===== config.mk =====
export PLATFORM = sky130hd
export DESIGN_NAME = int_entry_stack_sw
export DESIGN_NICKNAME = d
export VERILOG_FILES = /design/src/rtl/int_entry_pkg.sv /design/src/rtl/ise_sp_file.sv /design/src/rtl/ise_frame_seq.sv /design/src/rtl/int_entry_stack_sw.sv
export SDC_FILE = /design/constraint.sdc
export NUM_CORES = 2
export LEC_CHECK = 0
export BUFFER_PORTS_ARGS = -buffer_cell sky130_fd_sc_hd__buf_2
export CAP_MARGIN = 20
export CORE_MARGIN = 5
export CORE_UTILIZATION = 59
export DETAILED_ROUTE_END_ITERATION = 6
export HOLD_SLACK_MARGIN = 0.06
export PLACE_DENSITY = 0.92
export SYNTH_ARGS = -nofsm -noshare
export SYNTH_HDL_FRONTEND = slang
export SYNTH_SLANG_ARGS = --single-unit

===== constraint.sdc =====
create_clock -name clk_i -period 3.58 [get_ports clk_i]
set_input_delay 0.716 -clock clk_i [delete_from_list [all_inputs] [get_ports clk_i]]
set_output_delay 0.716 -clock clk_i [all_outputs]
set_load 0.005 [all_outputs]

===== src/rtl/int_entry_pkg.sv =====
package int_entry_pkg;
  localparam int unsigned SLOT_BYTES  = 8;
  localparam int unsigned ALIGN_BYTES = 16;

  typedef enum logic [2:0] {
    SLOT_SS    = 3'd0,
    SLOT_RSP   = 3'd1,
    SLOT_FLAGS = 3'd2,
    SLOT_CS    = 3'd3,
    SLOT_RIP   = 3'd4,
    SLOT_ERR   = 3'd5
  } slot_e;

  function automatic logic [2:0] frame_slots(input logic has_err);
    return has_err ? 3'd6 : 3'd5;
  endfunction
endpackage


===== src/rtl/ise_sp_file.sv =====
module ise_sp_file #(
  parameter int unsigned XLEN  = 64,
  parameter int unsigned CPL_W = 2,
  parameter int unsigned IST_W = 3
) (
  input  logic             clk_i,
  input  logic             rst_ni,
  input  logic             we_i,
  input  logic [IST_W:0]   waddr_i,
  input  logic [XLEN-1:0]  wdata_i,
  input  logic [CPL_W-1:0] priv_sel_i,
  input  logic [IST_W-1:0] alt_sel_i,
  output logic [XLEN-1:0]  priv_sp_o,
  output logic [XLEN-1:0]  alt_sp_o
);
  localparam int unsigned NUM_PRIV = 2 ** CPL_W;
  localparam int unsigned NUM_ALT  = 2 ** IST_W - 1;

  logic [XLEN-1:0] priv_q [NUM_PRIV];
  logic [XLEN-1:0] alt_q  [NUM_ALT+1];

  assign alt_q[0] = '0;

  for (genvar p = 0; p < NUM_PRIV; p++) begin : g_priv
    always_ff @(posedge clk_i or negedge rst_ni) begin
      if (!rst_ni) priv_q[p] <= '0;
      else if (we_i && !waddr_i[IST_W] && waddr_i[CPL_W-1:0] == CPL_W'(p))
        priv_q[p] <= wdata_i;
    end
  end

  for (genvar a = 1; a <= NUM_ALT; a++) begin : g_alt
    always_ff @(posedge clk_i or negedge rst_ni) begin
      if (!rst_ni) alt_q[a] <= '0;
      else if (we_i && waddr_i[IST_W] && waddr_i[IST_W-1:0] == IST_W'(a))
        alt_q[a] <= wdata_i;
    end
  end

  assign priv_sp_o = priv_q[priv_sel_i];
  assign alt_sp_o  = alt_q[alt_sel_i];
endmodule


===== src/rtl/ise_frame_seq.sv =====
module ise_frame_seq
  import int_entry_pkg::*;
#(
  parameter int unsigned XLEN  = 64,
  parameter int unsigned SEL_W = 16
) (
  input  logic             clk_i,
  input  logic             rst_ni,
  input  logic             load_i,
  input  logic [XLEN-1:0]  top_i,
  input  logic [2:0]       slots_i,
  input  logic [SEL_W-1:0] old_ss_i,
  input  logic [XLEN-1:0]  old_rsp_i,
  input  logic [XLEN-1:0]  flags_i,
  input  logic [SEL_W-1:0] cs_i,
  input  logic [XLEN-1:0]  rip_i,
  input  logic [XLEN-1:0]  err_i,
  input  logic [XLEN-1:0]  final_rsp_i,
  input  logic [SEL_W-1:0] new_ss_i,
  output logic             busy_o,
  output logic             wr_valid_o,
  output logic [XLEN-1:0]  wr_addr_o,
  output logic [XLEN-1:0]  wr_data_o,
  output logic             done_o,
  output logic [XLEN-1:0]  rsp_o,
  output logic [SEL_W-1:0] ss_o
);
  localparam logic [XLEN-1:0] STEP = XLEN'(SLOT_BYTES);

  logic             busy_q, done_q;
  logic [2:0]       idx_q, slots_q;
  logic [XLEN-1:0]  addr_q;
  logic [SEL_W-1:0] oss_q, cs_q, nss_q, ss_q;
  logic [XLEN-1:0]  orsp_q, flags_q, rip_q, err_q, fin_q, rsp_q;
  logic             last;

  assign last = (idx_q == slots_q - 3'd1);

  always_ff @(posedge clk_i or negedge rst_ni) begin
    if (!rst_ni) begin
      busy_q  <= 1'b0;
      done_q  <= 1'b0;
      idx_q   <= '0;
      slots_q <= '0;
      addr_q  <= '0;
      oss_q   <= '0;
      cs_q    <= '0;
      nss_q   <= '0;
      orsp_q  <= '0;
      flags_q <= '0;
      rip_q   <= '0;
      err_q   <= '0;
      fin_q   <= '0;
      rsp_q   <= '0;
      ss_q    <= '0;
    end else begin
      done_q <= 1'b0;
      if (busy_q) begin
        addr_q <= addr_q - STEP;
        idx_q  <= idx_q + 3'd1;
        if (last) begin
          busy_q <= 1'b0;
          done_q <= 1'b1;
          rsp_q  <= fin_q;
          ss_q   <= nss_q;
        end
      end else if (load_i) begin
        busy_q  <= 1'b1;
        idx_q   <= '0;
        slots_q <= slots_i;
        addr_q  <= top_i - STEP;
        oss_q   <= old_ss_i;
        orsp_q  <= old_rsp_i;
        flags_q <= flags_i;
        cs_q    <= cs_i;
        rip_q   <= rip_i;
        err_q   <= err_i;
        fin_q   <= final_rsp_i;
        nss_q   <= new_ss_i;
      end
    end
  end

  always_comb begin
    unique case (slot_e'(idx_q))
      SLOT_SS:    wr_data_o = {{(XLEN-SEL_W){1'b0}}, oss_q};
      SLOT_RSP:   wr_data_o = orsp_q;
      SLOT_FLAGS: wr_data_o = flags_q;
      SLOT_CS:    wr_data_o = {{(XLEN-SEL_W){1'b0}}, cs_q};
      SLOT_RIP:   wr_data_o = rip_q;
      SLOT_ERR:   wr_data_o = err_q;
      default:    wr_data_o = '0;
    endcase
  end

  assign busy_o     = busy_q;
  assign wr_valid_o = busy_q;
  assign wr_addr_o  = addr_q;
  assign done_o     = done_q;
  assign rsp_o      = rsp_q;
  assign ss_o       = ss_q;
endmodule


===== src/rtl/int_entry_stack_sw.sv =====
module int_entry_stack_sw
  import int_entry_pkg::*;
#(
  parameter int unsigned XLEN  = 64,
  parameter int unsigned SEL_W = 16,
  parameter int unsigned CPL_W = 2,
  parameter int unsigned IST_W = 3
) (
  input  logic             clk_i,
  input  logic             rst_ni,
  input  logic             start_i,
  input  logic [CPL_W-1:0] cpl_i,
  input  logic [CPL_W-1:0] tgt_cpl_i,
  input  logic [IST_W-1:0] ist_idx_i,
  input  logic             has_err_i,
  input  logic [SEL_W-1:0] ss_i,
  input  logic [XLEN-1:0]  rsp_i,
  input  logic [XLEN-1:0]  rflags_i,
  input  logic [SEL_W-1:0] cs_i,
  input  logic [XLEN-1:0]  rip_i,
  input  logic [XLEN-1:0]  err_code_i,
  input  logic             sp_we_i,
  input  logic [IST_W:0]   sp_waddr_i,
  input  logic [XLEN-1:0]  sp_wdata_i,
  output logic             busy_o,
  output logic             wr_valid_o,
  output logic [XLEN-1:0]  wr_addr_o,
  output logic [XLEN-1:0]  wr_data_o,
  output logic             done_o,
  output logic [XLEN-1:0]  rsp_o,
  output logic [SEL_W-1:0] ss_o
);
  localparam int unsigned ALIGN_SH = $clog2(ALIGN_BYTES);
  localparam int unsigned SLOT_SH  = $clog2(SLOT_BYTES);
  localparam logic [XLEN-1:0] ALIGN_MASK = ~((XLEN'(1) << ALIGN_SH) - XLEN'(1));

  logic [XLEN-1:0]  priv_sp, alt_sp, base, top, final_rsp;
  logic [SEL_W-1:0] new_ss;
  logic [2:0]       slots;
  logic             use_alt, do_switch, busy;

  ise_sp_file #(.XLEN(XLEN), .CPL_W(CPL_W), .IST_W(IST_W)) u_sp_file (
    .clk_i     (clk_i),
    .rst_ni    (rst_ni),
    .we_i      (sp_we_i),
    .waddr_i   (sp_waddr_i),
    .wdata_i   (sp_wdata_i),
    .priv_sel_i(tgt_cpl_i),
    .alt_sel_i (ist_idx_i),
    .priv_sp_o (priv_sp),
    .alt_sp_o  (alt_sp)
  );

  always_comb begin
    use_alt   = (ist_idx_i != '0);
    do_switch = use_alt || (tgt_cpl_i != cpl_i);
    if (use_alt)        base = alt_sp;
    else if (do_switch) base = priv_sp;
    else                base = rsp_i;
    top       = base & ALIGN_MASK;
    slots     = frame_slots(has_err_i);
    final_rsp = top - ({{(XLEN-3){1'b0}}, slots} << SLOT_SH);
    new_ss    = do_switch ? {{(SEL_W-CPL_W){1'b0}}, tgt_cpl_i} : ss_i;
  end

  ise_frame_seq #(.XLEN(XLEN), .SEL_W(SEL_W)) u_seq (
    .clk_i      (clk_i),
    .rst_ni     (rst_ni),
    .load_i     (start_i && !busy),
    .top_i      (top),
    .slots_i    (slots),
    .old_ss_i   (ss_i),
    .old_rsp_i  (rsp_i),
    .flags_i    (rflags_i),
    .cs_i       (cs_i),
    .rip_i      (rip_i),
    .err_i      (err_code_i),
    .final_rsp_i(final_rsp),
    .new_ss_i   (new_ss),
    .busy_o     (busy),
    .wr_valid_o (wr_valid_o),
    .wr_addr_o  (wr_addr_o),
    .wr_data_o  (wr_data_o),
    .done_o     (done_o),
    .rsp_o      (rsp_o),
    .ss_o       (ss_o)
  );

  assign busy_o = busy;
endmodule


==> out/qor.csv <==
stage;metric;value;unit
run_status;status;finished, violations left;
run_status;failing checks;design-rule violations, negative setup slack;
run;maxcap violations;0;
cts;Root Buffer Master;clkbuf_16;
critical_path;critical-path maximum fanout;14;
power;leakage;31.8;nW
global_routing;largest net degree at the start of global routing;91;
placed_design;GPL Wtd Cong;1.05;
sta;Worst Tran Pin Value;1.08;ns
routing;Antenna Nets Post-Route;0;
cts;CTS tree;built;
global_routing;met3 GRT Util;15.1;%
global_routing;initial antenna violation count;46;
die;Ports;579;
logic_synthesis;largest area contributor in the netlist;dfrtp_1;
routing;# DRC;9;
logic_synthesis;Synth cell types;75;
logic_synthesis;top-area cell type share of the netlist area;53.4;%
critical_path;arrival time of the worst setup path;4.32;ns
sta;hold slack;0.181;ns
placed_design;Placement Cell Area;62600;um2
logic_synthesis;Area contributors post-synth;dfrtp_1 53%, mux2_2 15%, nand2_1 9.4%;
min_path;Hold Path Class;input port to flip-flop;
sta;Slew Viols, Final;0;
sta;period utilisation layout;105;%
global_routing;first-pass GRT wire length;313000;um
placed_design;pre-CTS WS;-0.786;ns
die;initial core utilization;59.7;%
global_routing;GRT Total Usage;42.2;%
layout;Layout area overhead;22.6;%
cts;clk sinks;1170;
routing;Vias;48800;
routing;Vias/cell;6.82;
routing;wire per inst;30.9;um
layout;cell area after layout;67300;um2
layout;fillers;5492;
logic_synthesis;Cells after Synth;4977;
global_routing;met2 Resource Use GR;64.4;%
critical_path;Worst Setup End Kind;flip-flop;
global_routing;global routing's busiest layer;met2;
logic_synthesis;Most used DFF post-synth;dfrtp_1;
layout;Multi-input gate area;24600;um2
layout;NumNets Final;6147;
cts;Clk pin slew, worst setup/hold paths;0.07;ns
routing;initial DRC count;8089;
sta;minimum clock period;3.78;ns
placed_design;dpl hpwl;150000;um
sta;Max Freq;265;MHz
logic_synthesis;number of synthesized flops with an enable pin;0;
sta;Rel. slew slack;27.9;%
routing;drt total wl;221000;um
die;CORE AREA;91900;um2
die;# rows;111;
global_routing;vias in the first global route;47400;
sta;fin worst setup slack;-0.196;ns
layout;FF+latch area;29300;um2
global_routing;remaining global-route overflow;0;
layout;layout cells sized above 1;37.3;%
power;Power Total;50.2;mW
critical_path;worst path required time;4.12;ns
die;Die H;315;um
logic_synthesis;count of warnings emitted by yosys;0;
logic_synthesis;syn avg cell area;11.0;um2
logic_synthesis;#FFs+latches synth;1170;
layout;most frequent cells in the layout;1365 x nand2_1, 1167 x dfrtp_1, 708 x mux2_2;
sta;Clock Skews;0.0372;ns
global_routing;met1 usage;51.1;%
cts;Bufs on Longest Clock Path;3;
logic_synthesis;Cell Area, Synth;54900;um2
placed_design;I/O Buffers;568;
die;die width;315;um
cts;Worst-Skew Late Latency;0.75;ns
placed_design;dpl cells;6879;
layout;commonest non-fill, non-tap cell in the layout;nand2_1;
cts;clock buffer count from CTS;115;
logic_synthesis;Synth async-reset ratio;100;%
critical_path;Critical Path Start Type;input port;
layout;Post-Layout Cell Count;7155;
logic_synthesis;sequential area share after synthesis;53.4;%
sta;final count of hold timing violations;0;
sta;setup violators final;15;
critical_path;type of the worst setup path;input port to flip-flop;
power;PwrDens;746;nW/um2
routing;first-pass detailed-route iteration total;7;
power;VDD IR-drop max;0.472;mV
die;Die ar.;99200;um2
cts;H-tree depth;3;
## area by class of cell
class                           instances  area share (%)
Inverter                               33           0.184
Tap cell                             1243            2.31
Antenna cell                           45           0.167
Clock inverter                         51            1.28
Multi-Input combinational cell       3398            36.5
Clock buffer                          164            4.97
Sequential cell                      1170            43.5
Timing Repair Buffer                 1051            11.1
## kinds of logic after synthesis
logic type / Yosys count / share of synthesized area [%]
AND/OR/NAND/NOR: 1783 / 13.8
flip-flops: 1170 / 53.4
multiplexers: 908 / 20.0
AO/OA/AOI/OAI: 568 / 7.33
buffers and inverters: 414 / 3.23
XOR/XNOR: 123 / 1.96
adder cells (fa/ha/maj): 10 / 0.228
other: 1 / 0.00684
## report_power, final
group	switching, mW	internal [mW]
logic	9.27	6.42
registers	3.44	17.5
clock network	5.53	8.08
total	18.2	32.0
## Yosys cell counts, drive strengths merged (3+ instances only)
cell type and instances:
clkbuf 301, o211a 3, or4 6, a22oi 126
o22ai 9, xnor2 89, a31oi 15, nand3b 6
nor2b 14, a21o 6, a221o 17, nand4 35
a21oi 73, mux4 78, a222oi 12, and3 37
a311oi 3, inv 32, a211oi 47, nor2 95
buf 80, nand3 57, a2111oi 7, and2 5
or2 11, nand2b 6, mux2 723, or3 21
o211ai 7, o21ai 138, nor3 59, a221oi 92
nor4 50, ha 10, nand4b 4, mux2i 107
nand2 1370, dfrtp 1170, xor2 34
## through the flow
stage               setup TNS [ns]  utilization, %
floorplan                   -0.218               -
global placement            -39.96            68.1
detailed placement          -49.15            68.1
CTS                              0            72.7
global route                 -2.30            73.1
finish                      -0.719            73.2
## routing by layer
layer / vias up / wire (um)
met3: 1479 / 30900
met5: - / 115
met1: 23800 / 72300
met2: 4489 / 96200
met4: 18 / 21800
li1: 19000 / -
## worst max-delay path, cell delays in order
cell	delay (ns)
clkbuf_8	0.19
buf_12	0.18
or3_4	0.50
buf_4	0.23
a31oi_2	0.31
a22oi_1	0.32
nor3_4	0.26
nand4_4	0.26
nor3_4	0.30
buf_4	0.22
and3_1	0.21
xor2_1	0.35
o21ai_0	0.24
## registers in the layout, indices dropped and copies added (netlist names), 60 cells and up
register,count
u_sp_file.alt_q,420
u_sp_file.priv_q,240
u_seq.err_q,64
u_seq.flags_q,64
u_seq.orsp_q,64
u_seq.rip_q,64
u_seq.rsp_o,61
u_seq.wr_addr_o,61
u_seq.fin_q,60
## path summary, 6_finish.rpt
| check | startpoint | end | slack [ns] | depth (start not counted) |
|---|---|---|---|---|
| worst max-delay path | ist_idx_i[0] | u_seq.fin_q[19] | -0.20 | 13 |
| worst min-delay path | err_code_i[24] | u_seq.err_q[24] | 0.18 | 3 |
| worst max register to register | u_sp_file.priv_q[88] | u_seq.fin_q[39] | -0.02 | 10 |
| worst min register to register | u_seq.nss_q[9] | u_seq.ss_o[9] | 0.47 | 2 |
| max in group asynchronous | rst_ni | u_sp_file.alt_q[317] | 1.88 | 4 |
| min in group asynchronous | rst_ni | u_seq.rsp_o[47] | 0.65 | 2 |
## what timing repair did
item                       4_1_cts  5_1_grt
hold buffers                     1        0
buffers inserted                 4       10
resized for setup                6       34
hold endpoints to repair         4        0
setup endpoints to repair       34       81
pin swaps                        1       11
Note: power is estimated with default switching activity, not from simulation.
